[src/rtl/pmc_pkg.sv]
package pmc_pkg;

  typedef enum logic [2:0] {
    PM_FULL  = 3'd0,
    PM_DYN   = 3'd1,
    PM_DOZE  = 3'd2,
    PM_NAP   = 3'd3,
    PM_SLEEP = 3'd4
  } pm_mode_e;

  typedef enum logic [1:0] {
    SQ_RUN  = 2'd0,
    SQ_PEND = 2'd1,
    SQ_LOW  = 2'd2
  } sq_state_e;

  // Codes outside the defined set behave as full-on.
  function automatic pm_mode_e pm_normalize(input logic [2:0] code);
    pm_mode_e m;
    case (code)
      3'd1:    m = PM_DYN;
      3'd2:    m = PM_DOZE;
      3'd3:    m = PM_NAP;
      3'd4:    m = PM_SLEEP;
      default: m = PM_FULL;
    endcase
    return m;
  endfunction

  function automatic logic pm_is_static(input pm_mode_e m);
    return (m == PM_DOZE) || (m == PM_NAP) || (m == PM_SLEEP);
  endfunction

  // Gating depth: 0 none, 1 units, 2 units+cache+mmu, 3 everything.
  function automatic logic [1:0] pm_depth(input pm_mode_e m);
    logic [1:0] d;
    case (m)
      PM_DOZE:  d = 2'd1;
      PM_NAP:   d = 2'd2;
      PM_SLEEP: d = 2'd3;
      default:  d = 2'd0;
    endcase
    return d;
  endfunction

endpackage

[src/rtl/pmc_mode_reg.sv]
module pmc_mode_reg
  import pmc_pkg::*;
(
  input  logic     clk,
  input  logic     rst_n,
  input  logic     wr_en,
  input  logic [2:0] wr_code,
  input  logic     lock,
  input  logic     disarm,
  output pm_mode_e run_mode,
  output pm_mode_e target,
  output logic     armed
);

  pm_mode_e wr_mode;
  assign wr_mode = pm_normalize(wr_code);

  always_ff @(posedge clk) begin
    if (!rst_n) begin
      run_mode <= PM_FULL;
      target   <= PM_DOZE;
      armed    <= 1'b0;
    end else if (disarm) begin
      armed <= 1'b0;
    end else if (wr_en && !lock) begin
      if (pm_is_static(wr_mode)) begin
        target <= wr_mode;
        armed  <= 1'b1;
      end else begin
        run_mode <= wr_mode;
        armed    <= 1'b0;
      end
    end
  end

endmodule

[src/rtl/pmc_seq.sv]
module pmc_seq
  import pmc_pkg::*;
(
  input  logic clk,
  input  logic rst_n,
  input  logic sleep_req,
  input  logic wake_evt,
  input  logic armed,
  input  logic all_quiet,
  output logic pending,
  output logic in_static,
  output logic evt_enter,
  output logic evt_wake
);

  sq_state_e st, st_nx;

  always_comb begin
    st_nx = st;
    case (st)
      SQ_RUN:  if (sleep_req && armed && !wake_evt) st_nx = SQ_PEND;
      SQ_PEND: begin
        if (wake_evt || !armed) st_nx = SQ_RUN;
        else if (all_quiet)     st_nx = SQ_LOW;
      end
      SQ_LOW:  if (wake_evt) st_nx = SQ_RUN;
      default: st_nx = SQ_RUN;
    endcase
  end

  always_ff @(posedge clk) begin
    if (!rst_n) st <= SQ_RUN;
    else        st <= st_nx;
  end

  assign pending   = (st == SQ_PEND);
  assign in_static = (st == SQ_LOW);
  assign evt_enter = (st == SQ_PEND) && (st_nx == SQ_LOW);
  assign evt_wake  = (st == SQ_LOW) && wake_evt;

endmodule

[src/rtl/pmc_gate.sv]
module pmc_gate
  import pmc_pkg::*;
#(
  parameter int N_UNITS = 4
)(
  input  logic               in_static,
  input  pm_mode_e           static_kind,
  input  pm_mode_e           run_mode,
  input  logic [N_UNITS-1:0] unit_idle,
  input  logic [N_UNITS-1:0] unit_dispatch,
  output logic [N_UNITS-1:0] unit_ce,
  output logic               cache_ce,
  output logic               mmu_ce,
  output logic               core_ce
);

  logic [1:0] depth;
  logic       dyn_on;

  assign depth  = in_static ? pm_depth(static_kind) : 2'd0;
  assign dyn_on = !in_static && (run_mode == PM_DYN);

  for (genvar i = 0; i < N_UNITS; i++) begin : g_unit
    logic need_clk;
    assign need_clk   = !unit_idle[i] || unit_dispatch[i];
    assign unit_ce[i] = (depth != 2'd0) ? 1'b0 : (dyn_on ? need_clk : 1'b1);
  end

  assign cache_ce = (depth < 2'd2);
  assign mmu_ce   = (depth < 2'd2);
  assign core_ce  = (depth < 2'd3);

endmodule

[src/rtl/pwr_mode_ctrl.sv]
module pwr_mode_ctrl
  import pmc_pkg::*;
#(
  parameter int N_UNITS = 4
)(
  input  logic               clk,
  input  logic               rst_n,
  input  logic               mode_wr,
  input  logic [2:0]         mode_code,
  input  logic               sleep_req,
  input  logic               wake_evt,
  input  logic [N_UNITS-1:0] unit_idle,
  input  logic [N_UNITS-1:0] unit_dispatch,
  output logic [N_UNITS-1:0] unit_ce,
  output logic               cache_ce,
  output logic               mmu_ce,
  output logic               core_ce,
  output logic [2:0]         stat_mode,
  output logic               stat_static,
  output logic               stat_pending
);

  pm_mode_e run_mode, target;
  logic     armed, all_quiet, in_static, pending;
  logic     evt_enter, evt_wake;

  assign all_quiet = (&unit_idle) && !(|unit_dispatch);

  pmc_mode_reg u_mode (
    .clk      (clk),
    .rst_n    (rst_n),
    .wr_en    (mode_wr),
    .wr_code  (mode_code),
    .lock     (in_static),
    .disarm   (wake_evt),
    .run_mode (run_mode),
    .target   (target),
    .armed    (armed)
  );

  pmc_seq u_seq (
    .clk       (clk),
    .rst_n     (rst_n),
    .sleep_req (sleep_req),
    .wake_evt  (wake_evt),
    .armed     (armed),
    .all_quiet (all_quiet),
    .pending   (pending),
    .in_static (in_static),
    .evt_enter (evt_enter),
    .evt_wake  (evt_wake)
  );

  pmc_gate #(.N_UNITS(N_UNITS)) u_gate (
    .in_static     (in_static),
    .static_kind   (target),
    .run_mode      (run_mode),
    .unit_idle     (unit_idle),
    .unit_dispatch (unit_dispatch),
    .unit_ce       (unit_ce),
    .cache_ce      (cache_ce),
    .mmu_ce        (mmu_ce),
    .core_ce       (core_ce)
  );

  assign stat_mode    = in_static ? target : run_mode;
  assign stat_static  = in_static;
  assign stat_pending = pending;

endmodule

[config.mk]
export PLATFORM = sky130hd
export DESIGN_NAME = pwr_mode_ctrl
export DESIGN_NICKNAME = d
export VERILOG_FILES = /design/src/rtl/pmc_pkg.sv /design/src/rtl/pmc_mode_reg.sv /design/src/rtl/pmc_seq.sv /design/src/rtl/pmc_gate.sv /design/src/rtl/pwr_mode_ctrl.sv
export SDC_FILE = /design/constraint.sdc
export NUM_CORES = 1
export LEC_CHECK = 0
export CELL_PAD_IN_SITES_DETAIL_PLACEMENT = 0
export CELL_PAD_IN_SITES_GLOBAL_PLACEMENT = 1
export CORE_ASPECT_RATIO = 0.75
export CORE_MARGIN = 3
export CORE_UTILIZATION = 27
export CTS_BUF_LIST = sky130_fd_sc_hd__clkbuf_8
export CTS_CLUSTER_SIZE = 12
export DETAILED_ROUTE_END_ITERATION = 8
export PLACE_DENSITY = 0.88
export SLEW_MARGIN = 20
export SYNTH_ARGS = -nofsm -noshare
export SYNTH_HDL_FRONTEND = slang
export SYNTH_SLANG_ARGS = --single-unit
[constraint.sdc]
create_clock -name clk -period 1.7 [get_ports clk]
set_clock_uncertainty 0.15 [all_clocks]
set_input_delay 0.425 -clock clk [delete_from_list [all_inputs] [get_ports clk]]
set_output_delay 0.425 -clock clk [all_outputs]
set_load 0.02 [all_outputs]
# Word-level counts from Yosys, hierarchy flattened

Index checks and enable logic that the tools add are counted.
W data, S select, Z words.

Memory bits (writable): 0
Output and inout port bits: 12
Memories: 0
Bits of input ports: 16
Word-level logic and storage cells: 71
Bits in registers: 9
ROM bits: 0
Latch bits: 0

Shift operators: 0
Eq/ne operators: 16
Magnitude comparators: 2
Div/mod/pow operators: 0
Mux-type cells: 18
Bitwise gates (word level): 3
Reduce and logical (&&, ||, !) cells: 28
Add/sub/neg operators: 0
Multipliers: 0

Operator list:

| cell                 | number |
|---|---|
| $eq A3 B2 Y1 const B | 6 |
| $pmux W2 S3          | 2 |
| $pmux W3 S4          | 1 |
| $mux W2              | 5 |
| $eq A3 B3 Y1 const B | 3 |
| $mux W1              | 9 |
| $reduce_and A3 Y1    | 3 |
| $logic_not A1 Y1     | 8 |
| $logic_or A1 B1 Y1   | 7 |
| $eq A3 B1 Y1 const B | 2 |
| $logic_and A1 B1 Y1  | 5 |
| $lt A2 B2 Y1 const B | 2 |
| $reduce_and A4 Y1    | 1 |
| $reduce_or A4 Y1     | 1 |
| $mux W3              | 1 |
| $ne A3 B1 Y1 const B | 1 |
| $not A1 Y1           | 3 |
| $eq A2 B1 Y1 const B | 1 |
| $eq A2 B2 Y1 const B | 1 |
| $logic_not A2 Y1     | 1 |
| $ne A2 B1 Y1 const B | 1 |
| $ne A2 B2 Y1 const B | 1 |
| $reduce_bool A2 Y1   | 1 |
| $reduce_or A2 Y1     | 1 |

# Depth between registers and ports, before layout

Gate-level depths: netlist (run 1).

Word-level depth: 7
Gate-level depth with buffers: 5

# By module

From an unflattened synthesis (run 1), not the netlist that was laid out.

Cells, all modules: 71
Area, all modules: 629.4 µm²

Modules (own cells, without submodules):

| module        | instances | cells each | area each (µm²) |
|---|---|---|---|
| pmc_mode_reg  | 1         | 36         | 312.8 |
| pmc_gate      | 1         | 16         | 140.1 |
| pmc_seq       | 1         | 13         | 125.1 |
| pwr_mode_ctrl | 1         | 6          | 51.3 |

# Worst setup path before layout (run 1)

OpenSTA, ideal clock, no wires.

Kind: register -> output
From: register u_mode.target[2]
To: output mmu_ce
Path buffers: 1
Data arrival time: 1.410 ns
Slack: -0.285 ns
Data required time: 1.125 ns
Cell stages (with the launch flop): 5
Path through: dfxtp_1 or3b_2 a21oi_2 nand2_1 buf_4

Cells in the longest elaborated chain, start to end: 4

Ends and longest elaborated chain:

| what                                         | line                | source |
|---|---|---|
| start: declaration                           | pmc_mode_reg.sv:11  | `output pm_mode_e target,` |
| start signal: assignment                     | pmc_mode_reg.sv:27  | `target <= wr_mode;` |
| $eq A3 B3 Y1 or $eq A3 B2 Y1 (tied branches) | pmc_pkg.sv:37       | `case (m)` |
| $pmux W2 S3 *                                | pmc_pkg.sv:37       |  |
| $mux W2 *                                    | pmc_gate.sv:20      | `assign depth = in_static ? pm_depth(static_kind) : 2'd0;` |
| $lt A2 B2 Y1 *                               | n/a                 |  |
| end: declaration                             | pwr_mode_ctrl.sv:16 | `output logic mmu_ce,` |

Every way passes the cells marked *; elsewhere a longest branch is shown, timed or not.

# Worst setup path in the final report (run 1)

From: register u_mode.target[1]
To: output unit_ce[3]

Cells in the longest elaborated chain, start to end: 5

Ends and longest elaborated chain:

| what                                         | line                | source |
|---|---|---|
| $eq A3 B3 Y1 or $eq A3 B2 Y1 (tied branches) | pmc_pkg.sv:37       |  |
| $pmux W2 S3 *                                | pmc_pkg.sv:37       |  |
| $mux W2 *                                    | pmc_gate.sv:20      |  |
| $reduce_bool A2 Y1 *                         | pmc_gate.sv:26      | `assign unit_ce[i] = (depth != 2'd0) ? 1'b0 : (dyn_on ? need_clk : 1'b1);` |
| $mux W1 *                                    | pmc_gate.sv:26      |  |
| end: declaration                             | pwr_mode_ctrl.sv:14 | `output logic [N_UNITS-1:0] unit_ce,` |

Marks and branches as above.

==> results of run 1 <==
-- cell families after synthesis --
group / after synthesis
AND/OR/NAND/NOR: 38
flip-flops: 9
buffers and inverters: 10
AO/OA/AOI/OAI: 24
-- Yosys cell counts (all sizes together) --
cell type / number
inv: 7
buf: 2
nor2: 2
dfxtp: 9
o211a: 3
nand3: 1
nor4bb: 3
o21ai: 4
nand3b: 2
a221oi: 1
o2111a: 1
o2111ai: 2
and2: 1
nor4b: 2
nand4: 1
or4: 1
o41ai: 1
a21o: 1
nor2b: 3
clkbuf: 1
or2: 1
a31oi: 6
nand2: 11
or3b: 1
nor3: 1
a21oi: 5
nand4bb: 1
nand2b: 7
-- area by class of cell --
| cell class | instances | share of cell area |
|---|---|---|
| multi-input cells | 62 | 0.408 |
| repair buffers | 54 | 0.365 |
| flip-flops and latches | 9 | 0.141 |
| clock buffers | 3 | 0.0316 |
| well taps | 32 | 0.0306 |
| inverters | 7 | 0.0220 |
| clock inverters | 1 | 0.00287 |
-- critical path, delay by kind of cell (launching register included) --
kind,cells,cell delay (ns)
AO/OA/AOI/OAI,2,0.21
buffers and inverters,2,0.30
flip-flops,1,0.31
AND/OR/NAND/NOR,1,0.40
-- what timing repair did --
action | in CTS | in global routing
pin swaps | 2 | 5
gates resized for setup | 69 | 23
hold buffers | 0 | 0
endpoints found under the hold margin | 0 | 0
setup endpoints to repair | 13 | 19
buffers inserted | 4 | 0
-- flip-flops by register name, summed over array words and instances (netlist names) --
| name | count |
|---|---|
| u_mode.run_mode | 3 |
| u_mode.armed | 1 |
| u_seq.st | 2 |
| u_mode.target | 3 |
-- metrics by stage --
step | hold WS, ns | power [uW] | util
global placement | 0.375 | 431 | 0.537
detailed placement | 0.384 | 436 | 0.537
finish | 0.439 | 719 | 0.617
floorplan | 0.319 | 312 | -
global route | 0.474 | 752 | 0.617
CTS | 0.391 | 699 | 0.573
-- final timing paths --
check	depth (start not counted)	end	start
max	5	unit_ce[3]	u_mode.target[1]$_SDFFE_PN1P_
max reg2reg	6	u_mode.run_mode[0]$_SDFFE_PN0P_	u_seq.st[0]$_SDFFE_PN0P_
min	2	u_seq.st[1]$_SDFFE_PN0P_	u_mode.armed$_SDFFE_PP0P_
min reg2reg	2	u_seq.st[1]$_SDFFE_PN0P_	u_mode.armed$_SDFFE_PP0P_
-- routing by layer --
metal | vias up | part of all wire | track usage
met3 | 6 | 0.039 | 0.0530
met1 | 407 | 0.42 | 0.175
met5 | - | 0 | 0
met4 | 0 | 0.016 | 0.0573
li1 | 409 | - | -
met2 | 18 | 0.53 | 0.306
-- where the power goes --
part           internal, uW  switching, uW
Sequential              219           4.98
Clock                   158           96.9
Combinational           128            112
Total                   505            214
==> qor.yml, run 1 <==
final_layout:
  final_layout_size_suffix_gt1_frac: 0.507
  ff_latch_area_sq_um: 184
  design_area_sq_mm: 0.00131
  fill_cells: 188
  synthToLayoutAreaGrowth_pct: 105
  multi_input_area_sq_um: 533
  final_cell_mix: "buf_4, clkdlybuf4s50_1, buf_6"
  antenna_cells: 0
  fin_nets: 153
  mostFrequentLayoutCell: "buf_4"
  fin_cells: 168
grt:
  grt_pass1_wl_um: 3640
  grt_max_degree: 12
  grt_pass1_vias: 828
  overflow: 0
  grt_use_total: 0.160
  antenna_found_initial: 0
power:
  total_leakage_power_uw: 0.000619
  powerDensity_mw_per_mm2: 550
  vdd_drop_max_mv: 0.404
synth:
  ys_types: 33
  postSynthNetCount: 97
  synthSimpleGateAreaFrac: 0.382
  synthAdderAreaFrac: 0
  synth_top_family_by_area: "simple AND/OR/NAND/NOR gates"
  synth_area_sq_um: 639
  synth-xor-area-share: 0
  ys_seq_area_frac: 0.282
  synthTopCellsByArea: "dfxtp_1, nand2_1, a31oi_1, nand2b_1, nor4bb_1"
  syn_area_per_cell_sq_um: 7.89
  synth_top_area_share: 0.282
  syn_inst: 81
  ys_seq_elements: 9
  synth_warnings: 0
  synth-compound-area-share: 0.266
  muxShareOfSynthArea: 0
  yosysTopAreaCell: "dfxtp_1"
critical_path:
  cp-end-kind: "output pin"
  critical_path.max_fanout: 4
  path_cells: "or3b_4 > a21oi_4 > buf_6 > a31oi_1 > buf_2"
  cp-start-kind: "flip-flop"
  crit_required_ns: 1.12
  critPathArrivalTime_ns: 1.46
  crit_type: "flip-flop to output pin"
  slowest_stage: "or3b_4"
  r2r_setup_slack_ns: 0.03
  max_stage_delay_ns: 0.40
clock_tree:
  clkLatencyLatePin_ns: 0.24
  root_buffer: "clkbuf_8"
  cts.sink_count: 9
  clockBufferDepth: 2
  path_clk_slew_ns: 0.05
  cts_inserted_buffers: 3
  tritoncts: "yes"
  h-tree-depth: 1
outcome:
  outcome: "complete, but fails checks"
  violations: "setup timing"
sta:
  setup_ws_ns: -0.339
  final-hold-violation-count: 0
  min_period_ns: 2.04
  slew_headroom: 0.781
  fmax_ghz: 0.491
  final-setup-viol-count: 8
  slew_violations: 0
  post-route-period-util: 1.20
  fin_tns_setup_ns: -2.11
  worst_pin_slew_ns: 0.324
  rsz0062_at_grt: "true"
placed_design:
  post_dp_cell_area_sq_mm: 0.00114
  place_congestion: 0.731
  io_buffers: 27
  place_hpwl_um: 1700
  dp.cells: 160
  post-place-ws_ns: -0.626
detailed_routing:
  drt_iter0_drc: 23
  wl_um: 2410
  via_per_inst: 5.00
  vias: 840
  drc: 0
  antenna_left: 0
  wl_per_cell_um: 14.3
  dr.pass1.iters: 4
worst_hold_path:
  hold_class: "flip-flop to flip-flop"
floorplanning:
  die_area_sq_mm: 0.00299
  die_w_um: 62.2
  start_util: 0.302
  die_h_um: 48.1
  core_area_sq_mm: 0.00212
  io_pins: 28
  fp-row-count: 14
job:
  max_cap_violations: 0
No activity file was read; power rests on OpenSTA's default activity.
==> run 2, diff against run 1 <==
--- a/config.mk
+++ b/config.mk
@@ -8,7 +8,7 @@
 export CELL_PAD_IN_SITES_DETAIL_PLACEMENT = 0
 export CELL_PAD_IN_SITES_GLOBAL_PLACEMENT = 1
 export CORE_ASPECT_RATIO = 0.75
-export CORE_MARGIN = 3
+export CORE_MARGIN = 4
 export CORE_UTILIZATION = 27
 export CTS_BUF_LIST = sky130_fd_sc_hd__clkbuf_8
 export CTS_CLUSTER_SIZE = 12
==> qor.yml, run 2 (synthesis gave the netlist of run 1 again) <==
outcome:
  outcome: "complete, but fails checks"  # unchanged
  violations: "setup timing"  # unchanged
floorplanning:
  start_util: 0.302  # unchanged
  io_pins: 28  # unchanged
  die_area_sq_mm: 0.00322  # was 0.00299 sq mm
  die_w_um: 64.2  # was 62.2 um
  core_area_sq_mm: 0.00212  # unchanged
  fp-row-count: 14  # unchanged
  die_h_um: 50.1  # was 48.1 um
detailed_routing:
  drc: 0  # unchanged
  vias: 796  # was 840
  via_per_inst: 4.82  # was 5.00
  drt_iter0_drc: 25  # was 23
  wl_um: 2190  # was 2410 um
  wl_per_cell_um: 13.3  # was 14.3 um
  dr.pass1.iters: 4  # unchanged
  antenna_left: 0  # unchanged
power:
  vdd_drop_max_mv: 0.346  # was 0.404 mV
  p_total_uw: 698  # was 719 uW
  powerDensity_mw_per_mm2: 577  # was 550 mW/mm^2
  total_leakage_power_uw: 0.000564  # was 0.000619 uW
clock_tree:
  path_clk_slew_ns: 0.05  # about the same
  clockBufferDepth: 2  # unchanged
  hold_buffers: 0  # unchanged
  cts.sink_count: 9  # unchanged
  h-tree-depth: 1  # unchanged
  tritoncts: "yes"  # unchanged
  cts_inserted_buffers: 3  # unchanged
  clkLatencyLatePin_ns: 0.24  # about the same
  root_buffer: "clkbuf_8"  # unchanged
sta:
  slew_violations: 0  # unchanged
  fmax_ghz: 0.499  # was 0.491 GHz
  slew_headroom: 0.803  # was 0.781
  final-setup-viol-count: 7  # was 8
  setup_ws_ns: -0.304  # was -0.339 ns
  rsz0062_at_grt: "true"  # unchanged
  post-route-period-util: 1.18  # was 1.20
  min_period_ns: 2.00  # was 2.04 ns
  final-hold-violation-count: 0  # unchanged
  worst_pin_slew_ns: 0.291  # was 0.324 ns
final_layout:
  fin_nets: 150  # was 153
  antenna_cells: 0  # unchanged
  final_cell_mix: "buf_4, clkdlybuf4s50_1, buf_6"  # unchanged
  multi_input_area_sq_um: 460  # was 533 sq um
  final_layout_size_suffix_gt1_frac: 0.436  # was 0.507
  fill_cells: 211  # was 188
  synthToLayoutAreaGrowth_pct: 89.2  # was 105%
  mostFrequentLayoutCell: "buf_4"  # unchanged
  top_regs: "u_mode.run_mode (3), u_mode.target (3), u_seq.st (2)"  # unchanged
  fin_cells: 165  # was 168
  ff_latch_area_sq_um: 185  # was 184 sq um
worst_hold_path:
  whs_endpoint: "u_mode.armed$_SDFFE_PP0P_"  # was u_seq.st[1]$_SDFFE_PN0P_
  hold_class: "flip-flop to flip-flop"  # unchanged
  hold_path_depth: 2  # unchanged
  hp-start: "u_mode.armed$_SDFFE_PP0P_"  # unchanged
placed_design:
  dp.cells: 159  # was 160
  place_hpwl_um: 1830  # was 1700 um
  place_congestion: 0.739  # was 0.731
  io_buffers: 27  # unchanged
grt:
  grt_pass1_wl_um: 3600  # was 3640 um
  grt_max_degree: 12  # unchanged
  grt_pass1_vias: 755  # was 828
  grt_use_total: 0.149  # was 0.160
  antenna_found_initial: 0  # unchanged
  overflow: 0  # unchanged
critical_path:
  worst_r2r_path_depth: 6  # unchanged
  critPathArrivalTime_ns: 1.43  # was 1.46 ns
  crit_required_ns: 1.12  # about the same
  crit_type: "flip-flop to output pin"  # unchanged
  critical_path.max_fanout: 5  # was 4
  r2r_setup_slack_ns: 0.06  # was 0.03 ns
  cp-startpoint: "u_mode.target[0]$_SDFFE_PN0P_"  # was u_mode.target[1]$_SDFFE_PN1P_
  r2r_start: "u_seq.st[0]$_SDFFE_PN0P_"  # unchanged
  cp-end-kind: "output pin"  # unchanged
  regToRegEndpoint: "u_mode.run_mode[0]$_SDFFE_PN0P_"  # unchanged
  cp-start-kind: "flip-flop"  # unchanged
job:
  max_cap_violations: 0  # unchanged
run 2: cell types whose count changed in the layout (fill, tap and decap cells not counted), sizes merged:
| cell | previous run | this run |
|---|---|---|
| buf | 39 | 36 |
| clkinv | 0 | 1 |
| inv | 8 | 7 |
run 2: worst max path at each step:
stage,endpoint,slack [ns]
floorplan,mmu_ce,-0.05
global placement,unit_ce[3],-0.63
detailed placement,unit_ce[3],-0.67
CTS,unit_ce[3],-0.32
global route,unit_ce[3],-0.35
finish,unit_ce[3],-0.30
run 2: worst max-delay path: stages (launching register included):
cell and delay [ns]:
dfxtp_2 0.31, or3b_4 0.40, a21oi_4 0.24, a31oi_1 0.07, buf_4 0.17
run 2: timing repair:
action / in CTS / in global routing
setup endpoints to repair: 12 / 12
gates resized for setup: 65 / 14
pin swaps: 5 / 2
buffers inserted: 0 / 2
run 2: area by class of cell:
type | count | area share
Multi-Input combinational cell | 62 | 0.381
Timing Repair Buffer | 51 | 0.371
Sequential cell | 9 | 0.153
Clock buffer | 3 | 0.0341
Tap cell | 32 | 0.0331
Inverter | 7 | 0.0238
Clock inverter | 1 | 0.00414
run 2: routing by layer:
metal,global-route usage,routed length [um],part of all wire,vias to the layer above
met3,0.0536,104,0.047,6
met1,0.185,979,0.45,370
li1,-,-,-,404
met4,0.0737,39,0.018,0
met2,0.230,1070,0.49,16
met5,0,0,0,-
run 2: stage by stage:
| stage | setup TNS [ns] | hold WS, ns | area (sq um) | util | setup slack (ns) |
|---|---|---|---|---|---|
| after floorplan | -0.135 | 0.319 | 662 | - | -0.0472 |
| after global placement | -5.64 | 0.375 | 1130 | 0.533 | -0.630 |
| after detailed placement | -6.19 | 0.382 | 1130 | 0.533 | -0.674 |
| after CTS | -2.04 | 0.396 | 1160 | 0.549 | -0.317 |
| after global routing | -2.34 | 0.463 | 1210 | 0.571 | -0.352 |
| final | -1.93 | 0.390 | 1210 | 0.571 | -0.304 |
run 2: where the power goes:
group	internal [uW]	total [uW]	switching, uW
Clock	161	261	100
Combinational	115	213	98.5
Sequential	219	224	4.64
Total	495	698	203
==> run 3, diff against run 2 <==
--- a/config.mk
+++ b/config.mk
@@ -7,14 +7,14 @@
 export LEC_CHECK = 0
 export CELL_PAD_IN_SITES_DETAIL_PLACEMENT = 0
 export CELL_PAD_IN_SITES_GLOBAL_PLACEMENT = 1
-export CORE_ASPECT_RATIO = 0.75
 export CORE_MARGIN = 4
-export CORE_UTILIZATION = 27
+export CORE_UTILIZATION = 40
 export CTS_BUF_LIST = sky130_fd_sc_hd__clkbuf_8
 export CTS_CLUSTER_SIZE = 12
 export DETAILED_ROUTE_END_ITERATION = 8
-export PLACE_DENSITY = 0.88
-export SLEW_MARGIN = 20
+export DONT_BUFFER_PORTS = 1
+export PLACE_DENSITY = 0.86
+export SLEW_MARGIN = 5
 export SYNTH_ARGS = -nofsm -noshare
 export SYNTH_HDL_FRONTEND = slang
 export SYNTH_SLANG_ARGS = --single-unit
==> qor.yml, run 3 (synthesis gave the netlist of run 1 again) <==
sta:
  rsz0062_at_grt: "true"  # unchanged
  fmax_ghz: 0.514  # was 0.499 GHz
  worst_pin_slew_ns: 0.407  # was 0.291 ns
  final-hold-violation-count: 0  # unchanged
  final-setup-viol-count: 8  # was 7
  setup_ws_ns: -0.247  # was -0.304 ns
  slew_headroom: 0.725  # was 0.803
  timing.hold.ws_ns: 0.115  # was 0.390 ns
  slew_violations: 0  # unchanged
  post-route-period-util: 1.15  # was 1.18
  min_period_ns: 1.95  # was 2.00 ns
final_layout:
  fin_cells: 114  # was 165
  utilization: 0.588  # was 0.571
  final_cell_mix: "buf_4, inv_1, nand2b_1, a31oi_1, dfxtp_1"  # was buf_4, clkdlybuf4s50_1, buf_6
  top_regs: "u_mode.run_mode (3), u_mode.target (3), u_seq.st (2)"  # unchanged
  antenna_cells: 0  # unchanged
  fin_nets: 115  # was 150
  final_layout_size_suffix_gt1_frac: 0.357  # was 0.436
  synthToLayoutAreaGrowth_pct: 38.6  # was 89.2%
  mostFrequentLayoutCell: "buf_4"  # unchanged
floorplanning:
  start_util: 0.424  # was 0.302
  io_pins: 28  # unchanged
  die_w_um: 48.0  # was 64.2 um
  fp-row-count: 14  # unchanged
  core_area_sq_mm: 0.00151  # was 0.00212 sq mm
  die_h_um: 48.0  # was 50.1 um
  die_area_sq_mm: 0.00230  # was 0.00322 sq mm
grt:
  antenna_found_initial: 0  # unchanged
  grt_pass1_wl_um: 2640  # was 3600 um
  grt_use_total: 0.164  # was 0.149
  overflow: 0  # unchanged
  grt_max_degree: 12  # unchanged
  grt_pass1_vias: 617  # was 755
critical_path:
  cp-start-kind: "flip-flop"  # unchanged
  crit_required_ns: 1.12  # about the same
  cp-end-kind: "output pin"  # unchanged
  critical_path.max_fanout: 5  # unchanged
  crit_type: "flip-flop to output pin"  # unchanged
  critPathArrivalTime_ns: 1.37  # was 1.43 ns
clock_tree:
  cts.sink_count: 9  # unchanged
  path_clk_slew_ns: 0.05  # about the same
  hold_buffers: 0  # unchanged
  tritoncts: "yes"  # unchanged
  clkLatencyLatePin_ns: 0.23  # was 0.24 ns
  root_buffer: "clkbuf_8"  # unchanged
  cts_inserted_buffers: 3  # unchanged
  clockBufferDepth: 2  # unchanged
  h-tree-depth: 1  # unchanged
detailed_routing:
  wl_um: 1700  # was 2190 um
  drt_iter0_drc: 10  # was 25
  dr.pass1.iters: 5  # was 4
  via_per_inst: 5.91  # was 4.82
  drc: 0  # unchanged
  vias: 674  # was 796
  wl_per_cell_um: 14.9  # was 13.3 um
  antenna_left: 0  # unchanged
outcome:
  outcome: "complete, but fails checks"  # unchanged
  violations: "setup timing"  # unchanged
job:
  max_cap_violations: 0  # unchanged
worst_hold_path:
  hold_class: "input pin to flip-flop"  # was flip-flop to flip-flop
placed_design:
  place_hpwl_um: 1300  # was 1830 um
  io_buffers: 0  # was 27
  place_congestion: 0.815  # was 0.739
  post-place-ws_ns: -0.0568  # was -0.674 ns
  dp.cells: 106  # was 159
power:
  vdd_drop_max_mv: 0.464  # was 0.346 mV
  powerDensity_mw_per_mm2: 694  # was 577 mW/mm^2
  total_leakage_power_uw: 0.000403  # was 0.000564 uW
-- run 3: cell types whose count changed in the layout (fill, tap and decap cells not counted), moves of 2 or more --
cell	change
buf_6	-6
buf_4	-11
clkdlybuf4s50_1	-15
buf_2	-4
nand2_4	+2
buf_8	+2
-- run 3: worst paths after layout --
path	startpoint	to	slack, ns	depth (start not counted)
max	u_mode.target[1]$_SDFFE_PN1P_	mmu_ce	-0.25	4
max reg2reg	u_seq.st[0]$_SDFFE_PN0P_	u_mode.run_mode[0]$_SDFFE_PN0P_	0.19	5
min	wake_evt	u_mode.armed$_SDFFE_PP0P_	0.12	1
min reg2reg	u_mode.run_mode[2]$_SDFFE_PN0P_	u_mode.run_mode[2]$_SDFFE_PN0P_	0.36	1
-- run 3: final cells by class --
| cell class | count | area, sq um |
|---|---|---|
| fill | 134 | 621 |
| multi-input combinational | 62 | 469 |
| sequential | 9 | 184 |
| timing repair buffer | 16 | 139 |
| clock buffer | 3 | 41.3 |
| inverter | 7 | 28.8 |
| tap | 16 | 20.0 |
| clock inverter | 1 | 3.75 |
-- run 3: timing repair --
item	CTS	global route
gates resized for setup	8	9
pin swaps	2	3
buffers inserted	0	4
endpoints found under the setup margin	10	10
cloned	0	0
-- run 3: metal layers --
| metal | up-vias | routed length (um) | global-route usage |
|---|---|---|---|
| li1 | 337 | - | - |
| met1 | 312 | 699 | 0.209 |
| met2 | 23 | 859 | 0.256 |
| met3 | 2 | 121 | 0.0602 |
| met4 | 0 | 17 | 0.0538 |
| met5 | - | 0 | 0 |
-- run 3: report_power, final --
| group | total, uW | internal (uW) | switching [uW] | leakage (uW) |
|---|---|---|---|---|
| combinational | 143 | 69.1 | 74.4 | 0.000303 |
| sequential | 225 | 219 | 5.64 | 0.0000734 |
| clock | 246 | 158 | 88.7 | 0.0000269 |
-- run 3: metrics by stage --
step           power, uW  instance area [sq um]  TNS [ns]
2_1_floorplan        312                    662    -0.135
3_3_place_gp         345                    752   -0.0804
3_5_place_dp         348                    752    -0.204
4_1_cts              603                    825     -1.62
5_1_grt              638                    886     -1.99
6_report             615                    886     -1.66
-- run 3: worst max-delay path: stages (launching register included) --
cell and delay (ns):
dfxtp_2 0.32, or3b_4 0.40, a21oi_4 0.18, buf_4 0.15, nand2_4 0.09
